### src/rtl/dkc_pkg.sv
package dkc_pkg;
   localparam int CMD_BYTES   = 6;
   localparam int ARG_KEEP    = 4;
   localparam int MAX_RESULTS = 4;

   localparam logic [1:0] OFS_DATA = 2'd0;
   localparam logic [1:0] OFS_STAT = 2'd1;
   localparam logic [1:0] OFS_SEL  = 2'd2;
   localparam logic [1:0] OFS_MASK = 2'd3;

   localparam logic [7:0] OP_RECAL  = 8'h01;
   localparam logic [7:0] OP_SENSE  = 8'h03;
   localparam logic [7:0] OP_READ   = 8'h08;
   localparam logic [7:0] OP_WRITE  = 8'h0A;
   localparam logic [7:0] OP_SPEC   = 8'h0C;
   localparam logic [7:0] OP_ECCLEN = 8'h0D;

   localparam logic [5:0] ERR_NONE   = 6'h00;
   localparam logic [5:0] ERR_CORR   = 6'h18;
   localparam logic [5:0] ERR_BADCMD = 6'h20;
   localparam logic [5:0] ERR_RANGE  = 6'h21;

   localparam int ST_REQ  = 0;
   localparam int ST_DIR  = 1;
   localparam int ST_PHS  = 2;
   localparam int ST_BUSY = 3;
   localparam int ST_DRQ  = 4;
   localparam int ST_IRQ  = 5;

   typedef enum logic [1:0] {PH_IDLE, PH_CMD, PH_EXEC, PH_STAT} phase_t;
   typedef logic [ARG_KEEP-1:0][7:0]    arg_blk_t;
   typedef logic [MAX_RESULTS-1:0][7:0] res_blk_t;
endpackage

### src/rtl/dkc_regs.sv
module dkc_regs
   import dkc_pkg::*;
(
   input  logic       clk,
   input  logic       rst_n,
   input  logic [1:0] addr,
   input  logic       wr_en,
   input  logic       rd_en,
   input  logic [1:0] mask_din,
   output logic       data_wr,
   output logic       data_rd,
   output logic       sel_wr,
   output logic [1:0] mask_q
);
   assign data_wr = wr_en && (addr == OFS_DATA);
   assign data_rd = rd_en && (addr == OFS_DATA);
   assign sel_wr  = wr_en && (addr == OFS_SEL);

   always_ff @(posedge clk) begin
      if (!rst_n)
         mask_q <= 2'b00;
      else if (wr_en && (addr == OFS_MASK))
         mask_q <= mask_din;
   end
endmodule

### src/rtl/dkc_result.sv
module dkc_result
   import dkc_pkg::*;
#(
   parameter int NUM_SECTORS = 17,
   parameter int ECC_SECTOR  = 5,
   parameter int ECC_LEN     = 11
) (
   input  logic     clk,
   input  logic     rst_n,
   input  logic     done,
   input  arg_blk_t args,
   output res_blk_t res_q,
   output logic [$clog2(MAX_RESULTS+1)-1:0] res_n_q
);
   localparam int RNW = $clog2(MAX_RESULTS+1);

   logic [5:0]         last_err_q;
   logic [2:0][7:0]    last_arg_q;
   logic [5:0]         err_c;
   logic [5:0]         sec_c;
   res_blk_t           res_c;
   logic [RNW-1:0]     n_c;
   logic               keep_c;

   assign sec_c = args[2][5:0];

   always_comb begin
      err_c  = ERR_NONE;
      res_c  = '0;
      n_c    = RNW'(1);
      keep_c = 1'b1;
      case (args[0])
         OP_RECAL, OP_SPEC: err_c = ERR_NONE;
         OP_READ, OP_WRITE: begin
            if (int'(sec_c) >= NUM_SECTORS)
               err_c = ERR_RANGE;
            else if ((args[0] == OP_READ) && (int'(sec_c) == ECC_SECTOR))
               err_c = ERR_CORR;
         end
         OP_SENSE: begin
            keep_c = 1'b0;
            n_c    = RNW'(4);
         end
         OP_ECCLEN: n_c = RNW'(2);
         default:   err_c = ERR_BADCMD;
      endcase
      if (args[0] == OP_SENSE) begin
         res_c[0] = {2'b00, last_err_q};
         res_c[1] = last_arg_q[0];
         res_c[2] = last_arg_q[1];
         res_c[3] = last_arg_q[2];
      end else if (args[0] == OP_ECCLEN) begin
         res_c[0] = 8'(ECC_LEN);
      end else begin
         res_c[0] = {2'b00, err_c};
      end
   end

   always_ff @(posedge clk) begin
      if (!rst_n) begin
         res_q      <= '0;
         res_n_q    <= RNW'(1);
         last_err_q <= ERR_NONE;
         last_arg_q <= '0;
      end else if (done) begin
         res_q   <= res_c;
         res_n_q <= n_c;
         if (keep_c) begin
            last_err_q <= err_c;
            last_arg_q <= {args[3], args[2], args[1]};
         end
      end
   end
endmodule

### src/rtl/dkc_seq.sv
module dkc_seq
   import dkc_pkg::*;
#(
   parameter int EXEC_CYCLES = 8
) (
   input  logic       clk,
   input  logic       rst_n,
   input  logic       data_wr,
   input  logic       data_rd,
   input  logic       sel_wr,
   input  logic [7:0] wdata,
   input  logic [1:0] mask,
   input  logic [$clog2(MAX_RESULTS+1)-1:0] res_n,
   output phase_t     phase_o,
   output arg_blk_t   args_o,
   output logic       done_o,
   output logic [$clog2(MAX_RESULTS)-1:0] ridx_o,
   output logic [7:0] status_o
);
   localparam int EW  = $clog2(EXEC_CYCLES+1);
   localparam int BW  = $clog2(CMD_BYTES);
   localparam int RW  = $clog2(MAX_RESULTS);
   localparam int RNW = $clog2(MAX_RESULTS+1);

   phase_t          phase_q;
   logic [BW-1:0]   bidx_q;
   logic [EW-1:0]   ecnt_q;
   logic [RW-1:0]   ridx_q;
   logic            irq_q;
   logic            take_c;
   logic            last_rd_c;
   logic            is_rw_c;

   assign take_c    = (phase_q == PH_CMD) && data_wr;
   assign done_o    = (phase_q == PH_EXEC) && (ecnt_q == '0);
   assign last_rd_c = (RNW'(ridx_q) + RNW'(1)) == res_n;
   assign is_rw_c   = (args_o[0] == OP_READ) || (args_o[0] == OP_WRITE);

   for (genvar g = 0; g < CMD_BYTES; g++) begin : g_byte
      if (g < ARG_KEEP) begin : g_keep
         always_ff @(posedge clk) begin
            if (!rst_n)
               args_o[g] <= 8'h00;
            else if (take_c && (bidx_q == BW'(g)))
               args_o[g] <= wdata;
         end
      end
   end

   always_ff @(posedge clk) begin
      if (!rst_n) begin
         phase_q <= PH_IDLE;
         bidx_q  <= '0;
         ecnt_q  <= '0;
         ridx_q  <= '0;
         irq_q   <= 1'b0;
      end else if (sel_wr) begin
         phase_q <= PH_CMD;
         bidx_q  <= '0;
         irq_q   <= 1'b0;
      end else begin
         case (phase_q)
            PH_CMD: if (data_wr) begin
               if (bidx_q == BW'(CMD_BYTES-1)) begin
                  phase_q <= PH_EXEC;
                  ecnt_q  <= EW'(EXEC_CYCLES-1);
               end
               bidx_q <= bidx_q + BW'(1);
            end
            PH_EXEC: begin
               if (ecnt_q == '0) begin
                  phase_q <= PH_STAT;
                  ridx_q  <= '0;
                  irq_q   <= mask[1];
               end else begin
                  ecnt_q <= ecnt_q - EW'(1);
               end
            end
            PH_STAT: if (data_rd) begin
               if (last_rd_c) begin
                  phase_q <= PH_IDLE;
                  irq_q   <= 1'b0;
               end else begin
                  ridx_q <= ridx_q + RW'(1);
               end
            end
            default: ;
         endcase
      end
   end

   always_comb begin
      status_o          = 8'h00;
      status_o[ST_REQ]  = (phase_q == PH_CMD) || (phase_q == PH_STAT);
      status_o[ST_DIR]  = (phase_q == PH_STAT);
      status_o[ST_PHS]  = (phase_q == PH_CMD) || (phase_q == PH_STAT);
      status_o[ST_BUSY] = (phase_q != PH_IDLE);
      status_o[ST_DRQ]  = (phase_q == PH_EXEC) && mask[0] && is_rw_c;
      status_o[ST_IRQ]  = irq_q;
   end

   assign phase_o = phase_q;
   assign ridx_o  = ridx_q;
endmodule

### src/rtl/dkc_host_port.sv
module dkc_host_port
   import dkc_pkg::*;
#(
   parameter int EXEC_CYCLES = 8,
   parameter int NUM_SECTORS = 17,
   parameter int ECC_SECTOR  = 5,
   parameter int ECC_LEN     = 11
) (
   input  logic       clk,
   input  logic       rst_n,
   input  logic [1:0] addr,
   input  logic       wr_en,
   input  logic       rd_en,
   input  logic [7:0] wdata,
   output logic [7:0] rdata,
   output logic       irq,
   output logic       drq
);
   localparam int RW  = $clog2(MAX_RESULTS);
   localparam int RNW = $clog2(MAX_RESULTS+1);

   if (EXEC_CYCLES < 1) begin : g_bad_exec
      $error("EXEC_CYCLES must be at least 1");
   end
   if ((NUM_SECTORS < 1) || (NUM_SECTORS > 64)) begin : g_bad_sec
      $error("NUM_SECTORS must fit the 6-bit sector field");
   end
   if ((ECC_SECTOR < 0) || (ECC_SECTOR >= NUM_SECTORS)) begin : g_bad_ecc
      $error("ECC_SECTOR must be a valid sector");
   end
   if ((ECC_LEN < 0) || (ECC_LEN > 255)) begin : g_bad_len
      $error("ECC_LEN must fit one byte");
   end

   logic           data_wr_w, data_rd_w, sel_wr_w, done_w;
   logic [1:0]     mask_w;
   logic [7:0]     status_w;
   phase_t         phase_w;
   arg_blk_t       args_w;
   res_blk_t       res_w;
   logic [RNW-1:0] res_n_w;
   logic [RW-1:0]  ridx_w;

   dkc_regs u_regs (
      .clk      (clk),
      .rst_n    (rst_n),
      .addr     (addr),
      .wr_en    (wr_en),
      .rd_en    (rd_en),
      .mask_din (wdata[1:0]),
      .data_wr  (data_wr_w),
      .data_rd  (data_rd_w),
      .sel_wr   (sel_wr_w),
      .mask_q   (mask_w)
   );

   dkc_seq #(.EXEC_CYCLES(EXEC_CYCLES)) u_seq (
      .clk      (clk),
      .rst_n    (rst_n),
      .data_wr  (data_wr_w),
      .data_rd  (data_rd_w),
      .sel_wr   (sel_wr_w),
      .wdata    (wdata),
      .mask     (mask_w),
      .res_n    (res_n_w),
      .phase_o  (phase_w),
      .args_o   (args_w),
      .done_o   (done_w),
      .ridx_o   (ridx_w),
      .status_o (status_w)
   );

   dkc_result #(
      .NUM_SECTORS (NUM_SECTORS),
      .ECC_SECTOR  (ECC_SECTOR),
      .ECC_LEN     (ECC_LEN)
   ) u_res (
      .clk     (clk),
      .rst_n   (rst_n),
      .done    (done_w && !sel_wr_w),
      .args    (args_w),
      .res_q   (res_w),
      .res_n_q (res_n_w)
   );

   always_comb begin
      case (addr)
         OFS_DATA: rdata = (phase_w == PH_STAT) ? res_w[ridx_w] : 8'h00;
         OFS_STAT: rdata = status_w;
         default:  rdata = 8'h00;
      endcase
   end

   assign irq = status_w[ST_IRQ];
   assign drq = status_w[ST_DRQ];
endmodule

### config.mk
export PLATFORM = sky130hd
export DESIGN_NAME = dkc_host_port
export DESIGN_NICKNAME = d
export VERILOG_FILES = /design/src/rtl/dkc_pkg.sv /design/src/rtl/dkc_regs.sv /design/src/rtl/dkc_result.sv /design/src/rtl/dkc_seq.sv /design/src/rtl/dkc_host_port.sv
export SDC_FILE = /design/constraint.sdc
export NUM_CORES = 1
export LEC_CHECK = 0
export BUFFER_PORTS_ARGS = -buffer_cell sky130_fd_sc_hd__clkbuf_2
export CORE_MARGIN = 3
export CORE_UTILIZATION = 34
export CTS_CLUSTER_SIZE = 25
export DETAILED_ROUTE_END_ITERATION = 8
export GPL_TIMING_DRIVEN = 0
export PLACE_DENSITY = 0.48
export SETUP_SLACK_MARGIN = 0.05
export SLEW_MARGIN = 25
export SYNTH_ARGS = -nofsm -noshare
export SYNTH_HDL_FRONTEND = slang
export SYNTH_HIERARCHICAL = 1
export SYNTH_SLANG_ARGS = --single-unit
### constraint.sdc
create_clock -name clk -period 4.3 [get_ports clk]
set_input_delay 0.86 -clock clk [delete_from_list [all_inputs] [get_ports clk]]
set_output_delay 0.86 -clock clk [all_outputs]
set_load 0.005 [all_outputs]
== Word-level counts from Yosys, hierarchy flattened ==
Index checks and enable logic that the tools add are counted.

* Bits in registers: 111
* Input port bits: 14
* Output and inout port bits: 10
* Logic and storage cells: 124

* Add/sub/neg operators: 4
* $lt $le $gt $ge: 2
* Equal/unequal tests: 30
* Muxes and demuxes: 30
* Bitwise gates (word level): 3
* Reductions and logical operators: 35

{| class="wikitable"
|+ Operators with widths
! cell !! number
|-
| 8-bit by 4-bit equality test with 1-bit output, second input constant || 4
|-
| 24-bit 2-to-1 mux || 1
|-
| 8-bit 2-to-1 mux || 3
|-
| 8-bit binary-select mux with 2-bit select || 1
|-
| 2-bit 2-to-1 mux || 8
|-
| 8-bit one-hot mux with 2 select lines || 1
|-
| 1-bit logical AND || 14
|-
| 4-bit 2-to-1 mux || 3
|-
| 6-bit 2-to-1 mux || 2
|-
| 6-bit one-hot mux with 2 select lines || 1
|-
| 6-bit AND reduction || 2
|-
| 2-bit inequality test, second input constant || 5
|-
| 5-bit AND reduction || 2
|-
| 3-bit inequality test, second input constant || 3
|-
| 2-bit equality test, second input constant || 4
|-
| 8-bit by 1-bit equality test with 1-bit output, second input constant || 1
|-
| 8-bit by 2-bit equality test with 1-bit output, second input constant || 1
|-
| 4-bit one-hot mux with 2 select lines || 1
|-
| 3-bit by 2-bit equality test with 1-bit output, second input constant || 2
|-
| 6-bit by 4-bit equality test with 1-bit output, second input constant || 1
|-
| 6-bit by 5-bit >= comparator with 1-bit output, second input constant || 1
|-
| 3-bit by 2-bit inequality test with 1-bit output, second input constant || 2
|-
| 2-bit one-hot mux with 3 select lines || 1
|-
| 3-bit one-hot mux with 2 select lines || 1
|-
| 27 further kinds || 39
|}

== Depth between registers and ports, before layout ==
* Depth in word-level cells: 7
* Gate-level depth with buffers: 10
* Depth with buffers taken out: 8

== Modules after synthesis ==
Netlist, hierarchy kept.

{| class="wikitable"
|+ By module, submodules not included
! module !! instances !! cells an instance !! area an instance (µm²) !! sequential area each (µm²)
|-
| dkc_result || 1 || 257 || 2700.1 || 1181.1
|-
| dkc_seq || 1 || 241 || 2033.2 || 880.8
|-
| dkc_host_port || 1 || 23 || 295.3 || 0.0
|-
| dkc_regs || 1 || 13 || 107.6 || 40.0
|}

== Least setup slack after synthesis ==
Ideal clock, no wire load.

* Kind: input -> output
* From: in addr[1]
* To: out rdata[4]
* Arrival: 1533 ps
* Data required time: 3440 ps
* Setup slack: 1907 ps
* Cell stages on the path: 3
* Path buffers: 1
* Path through: nor4bb_1 > clkbuf_1 > a22o_1

* Cells in the longest elaborated chain, start to end: 2
* Elaborated cells between the ends (all ways): 3
* Those cells by class: 1 x eq/ne; 1 x mux; 1 x reduce/logical

{| class="wikitable"
|+ Ends and longest elaborated chain
! element !! RTL line !! source
|-
| start, declared || dkc_host_port.sv:11 || <nowiki>input logic [1:0] addr,</nowiki>
|-
| 2-bit by 1-bit equality test with 1-bit output / 2-bit zero test (equally long branches) || dkc_host_port.sv:87 || <nowiki>case (addr)</nowiki>
|-
| 8-bit one-hot mux with 2 select lines * || dkc_host_port.sv:87 ||
|-
| end, declared || dkc_host_port.sv:15 || <nowiki>output logic [7:0] rdata,</nowiki>
|}

Every way passes the cells marked *; elsewhere a longest branch is shown, timed or not.

== Worst setup path after layout ==
Ends and elaborated chain as after synthesis.

==> impl_metrics.ini <==
[worst_setup_path]
crit_top_cell = clkbuf_2
endpoint_kind = output pin
critical_path.max_stage_delay_ps = 480
crit_chain = clkbuf_2 > nor4bb_1 > clkbuf_1 > a22o_1 > clkbuf_2
cp_data_arrival_time_ps = 2150
worstPathMaxFanout = 8
cp-start-kind = input pin
cp_slowest_cell = clkbuf_1
reg2reg_depth = 9
cp_data_required_time_ps = 3440
crit_type = input pin to output pin

[detailed_routing]
drc = 0
final_antenna_net_count = 0
via_per_inst = 5.01
dr.pass1.iters = 4
wire_per_inst_um = 17.3
vias = 3806
drt_iter0_markers = 216
wirelength_um = 13200

[sta]
setup_ws_ps = 1290
fin_hold_ws_ps = 454
finalHoldViolations = 0
fmax_mhz = 333
slew_headroom_pct = 42.5
drv_slew = 0
fin_crit_ps = 3010
post-route-period-util_pct = 69.9
setup_violations = 0
tightest_slew_ps = 862
rsz0062_at_grt = no
tns_ps = 0
fin_skew_ps = 7.90

[global_routing]
grt_pass1_vias = 3729
grt_pass1_wl_um = 21100
grt_use_total_pct = 16.6
antenna_found_initial = 0
grt_max_degree = 19
overflow = 0

[power]
p_per_area_nw_per_um2 = 340
p_int_mw = 1.54
power_leakage_nw = 1.95
power_frac_seq_pct = 49.3
clock_power_share_pct = 46.5
combPwrFrac_pct = 4.2
ir_drop_uv = 190
switching_share_pct = 22.1
total_power_mw = 1.98
p_switching_mw = 0.439

[die]
ioPinCount = 24
fp.dieH_um = 129
die-width_um = 129
die-area_um2 = 16600
initial_core_util_pct = 35.1
row_count = 44
core_area_um2 = 14600

[finish]
multi_input_area_um2 = 2720
area_delta_synth_final_pct = 13.4
nFillCells = 1457
nets = 592
fin_util_pct = 39.8
mostFrequentLayoutCells = dfxtp_1, nand2_1, a21boi_1
ff_latch_area_um2 = 2100
mostFrequentLayoutCell = dfxtp_1
antenna-diode-count = 0
fin_cells = 760
fin_area_um2 = 5830
drive_above_1_share_pct = 23.4

[synth]
synth_area_per_cell_um2 = 9.62
yosys_warnings = 6
synth_cells = 534
synth-async-reset-ratio_pct = 0
ys_dominant_reg_cell = dfxtp_1
syn_area_um2 = 5140
ys_seq_area_share_pct = 40.9
synth-seq-cells = 105
yosysUniqueCellTypes = 66
synth_edf_count = 0

[placed_design]
pre_cts_slack_ps = 1250
place_inst = 744
numPortBuffers = 23
gp_congestion = 0.791
dp_hpwl_um = 9840
dpl_cell_area_um2 = 5490

[clocking]
postCtsSetupBuffers = 0
clockRootBuffer = clkbuf_16
insertion_delay_ps = 350
clkSinkCount = 105
cts-resized-gates = 0
cts_tree = built
postCtsHoldBufs = 0
clk_path_buf_depth = 2
clk_pin_slew_worst_paths_ps = 70
cts_made_buffers = 9
htree_levels = 3

[min_path]
whs_path_depth = 2
hold_class = register to register

[status]
outcome = complete, no violations

[run]
max_cap_violations = 0
## final timing paths
path,start,end,slack (ps)
setup reg to reg,u_seq/ecnt_q[0],u_res/res_q[30],1450
hold reg to reg,u_res/last_err_q[0],u_res/last_err_q[0],450
hold / removal,u_res/last_err_q[0],u_res/last_err_q[0],450
setup / recovery,addr[1],rdata[4],1290
## Yosys cell counts, types with 3 or more instances
| cell type | n | area (µm²) |
|---|---|---|
| mux4_2 | 8 | 180 |
| buf_4 | 9 | 67.6 |
| o21ai_0 | 6 | 30.0 |
| nor4bb_1 | 3 | 30.0 |
| nor3b_1 | 5 | 37.5 |
| nor2_4 | 20 | 225 |
| buf_6 | 4 | 45.0 |
| nand2_1 | 92 | 345 |
| nand3_1 | 31 | 155 |
| a21boi_1 | 39 | 293 |
| clkbuf_1 | 18 | 67.6 |
| inv_1 | 10 | 37.5 |
| a21oi_1 | 7 | 35.0 |
| nor4b_1 | 3 | 26.3 |
| nand4_1 | 3 | 18.8 |
| nor2b_1 | 5 | 31.3 |
| mux2i_1 | 26 | 260 |
| buf_2 | 7 | 35.0 |
| a22o_1 | 8 | 70.1 |
| a31oi_1 | 7 | 43.8 |
| xnor2_1 | 3 | 26.3 |
| nand2_2 | 18 | 113 |
| a21boi_2 | 19 | 214 |
| nor2_1 | 15 | 56.3 |
| nand2b_1 | 5 | 31.3 |
| dfxtp_1 | 105 | 2100 |
| ha_1 | 7 | 87.6 |
## logic make-up (layout without fill, tap and decap cells)
family	after synthesis	count (layout)	synth area share [%]
AND/OR/NAND/NOR	219	219	24.4
other	2	5	0.146
AO/OA/AOI/OAI	110	110	17.2
flip-flops	105	105	40.9
buffers and inverters	53	92	6.36
adder cells (fa/ha/maj)	7	7	1.71
multiplexers	34	34	8.57
XOR/XNOR	4	4	0.682
## metal layers
layer	track usage, %	routed length [µm]	up-vias
li1	-	-	1934
met3	2.95	404	16
met4	6.05	248	0
met1	23.4	6690	1804
met5	0	0	-
met2	25.5	5830	52
## critical path, delay by kind of cell
| family | cells | cell delay, ps |
|---|---|---|
| compound gates | 1 | 250 |
| buf+inv | 3 | 720 |
| simple gates | 1 | 300 |
## cell type report
| cell class | count | share of cell area [%] |
|---|---|---|
| Buffer | 43 | 4.96 |
| Clock buffer | 10 | 4.10 |
| Clock inverter | 6 | 1.61 |
| Inverter | 10 | 0.644 |
| Multi-Input combinational cell | 379 | 46.7 |
| Sequential cell | 105 | 36.1 |
| Tap cell | 184 | 3.95 |
| Timing Repair Buffer | 23 | 1.98 |
## sequential cells by signal (all words and copies together) (netlist names)
register / cells
u_seq/args_o: 32
u_seq/bidx_q: 3
u_seq/phase_o: 2
u_res/res_q: 29
u_seq/irq_q: 1
u_res/last_err_q: 3
u_res/res_n_q: 3
u_regs/mask_q: 2
u_seq/ecnt_q: 4
u_res/last_arg_q: 24
u_seq/ridx_o: 2
## power by group through the flow
stage / sequential, mW / combinational, mW / clock [mW]
floorplan: 0.998 / 0.0540 / 0
global placement: 0.998 / 0.0848 / 0
detailed placement: 0.998 / 0.0849 / 0
CTS: 0.975 / 0.0852 / 0.942
global route: 0.976 / 0.0916 / 0.972
finish: 0.975 / 0.0840 / 0.921
No activity file was read; power rests on OpenSTA's default activity.
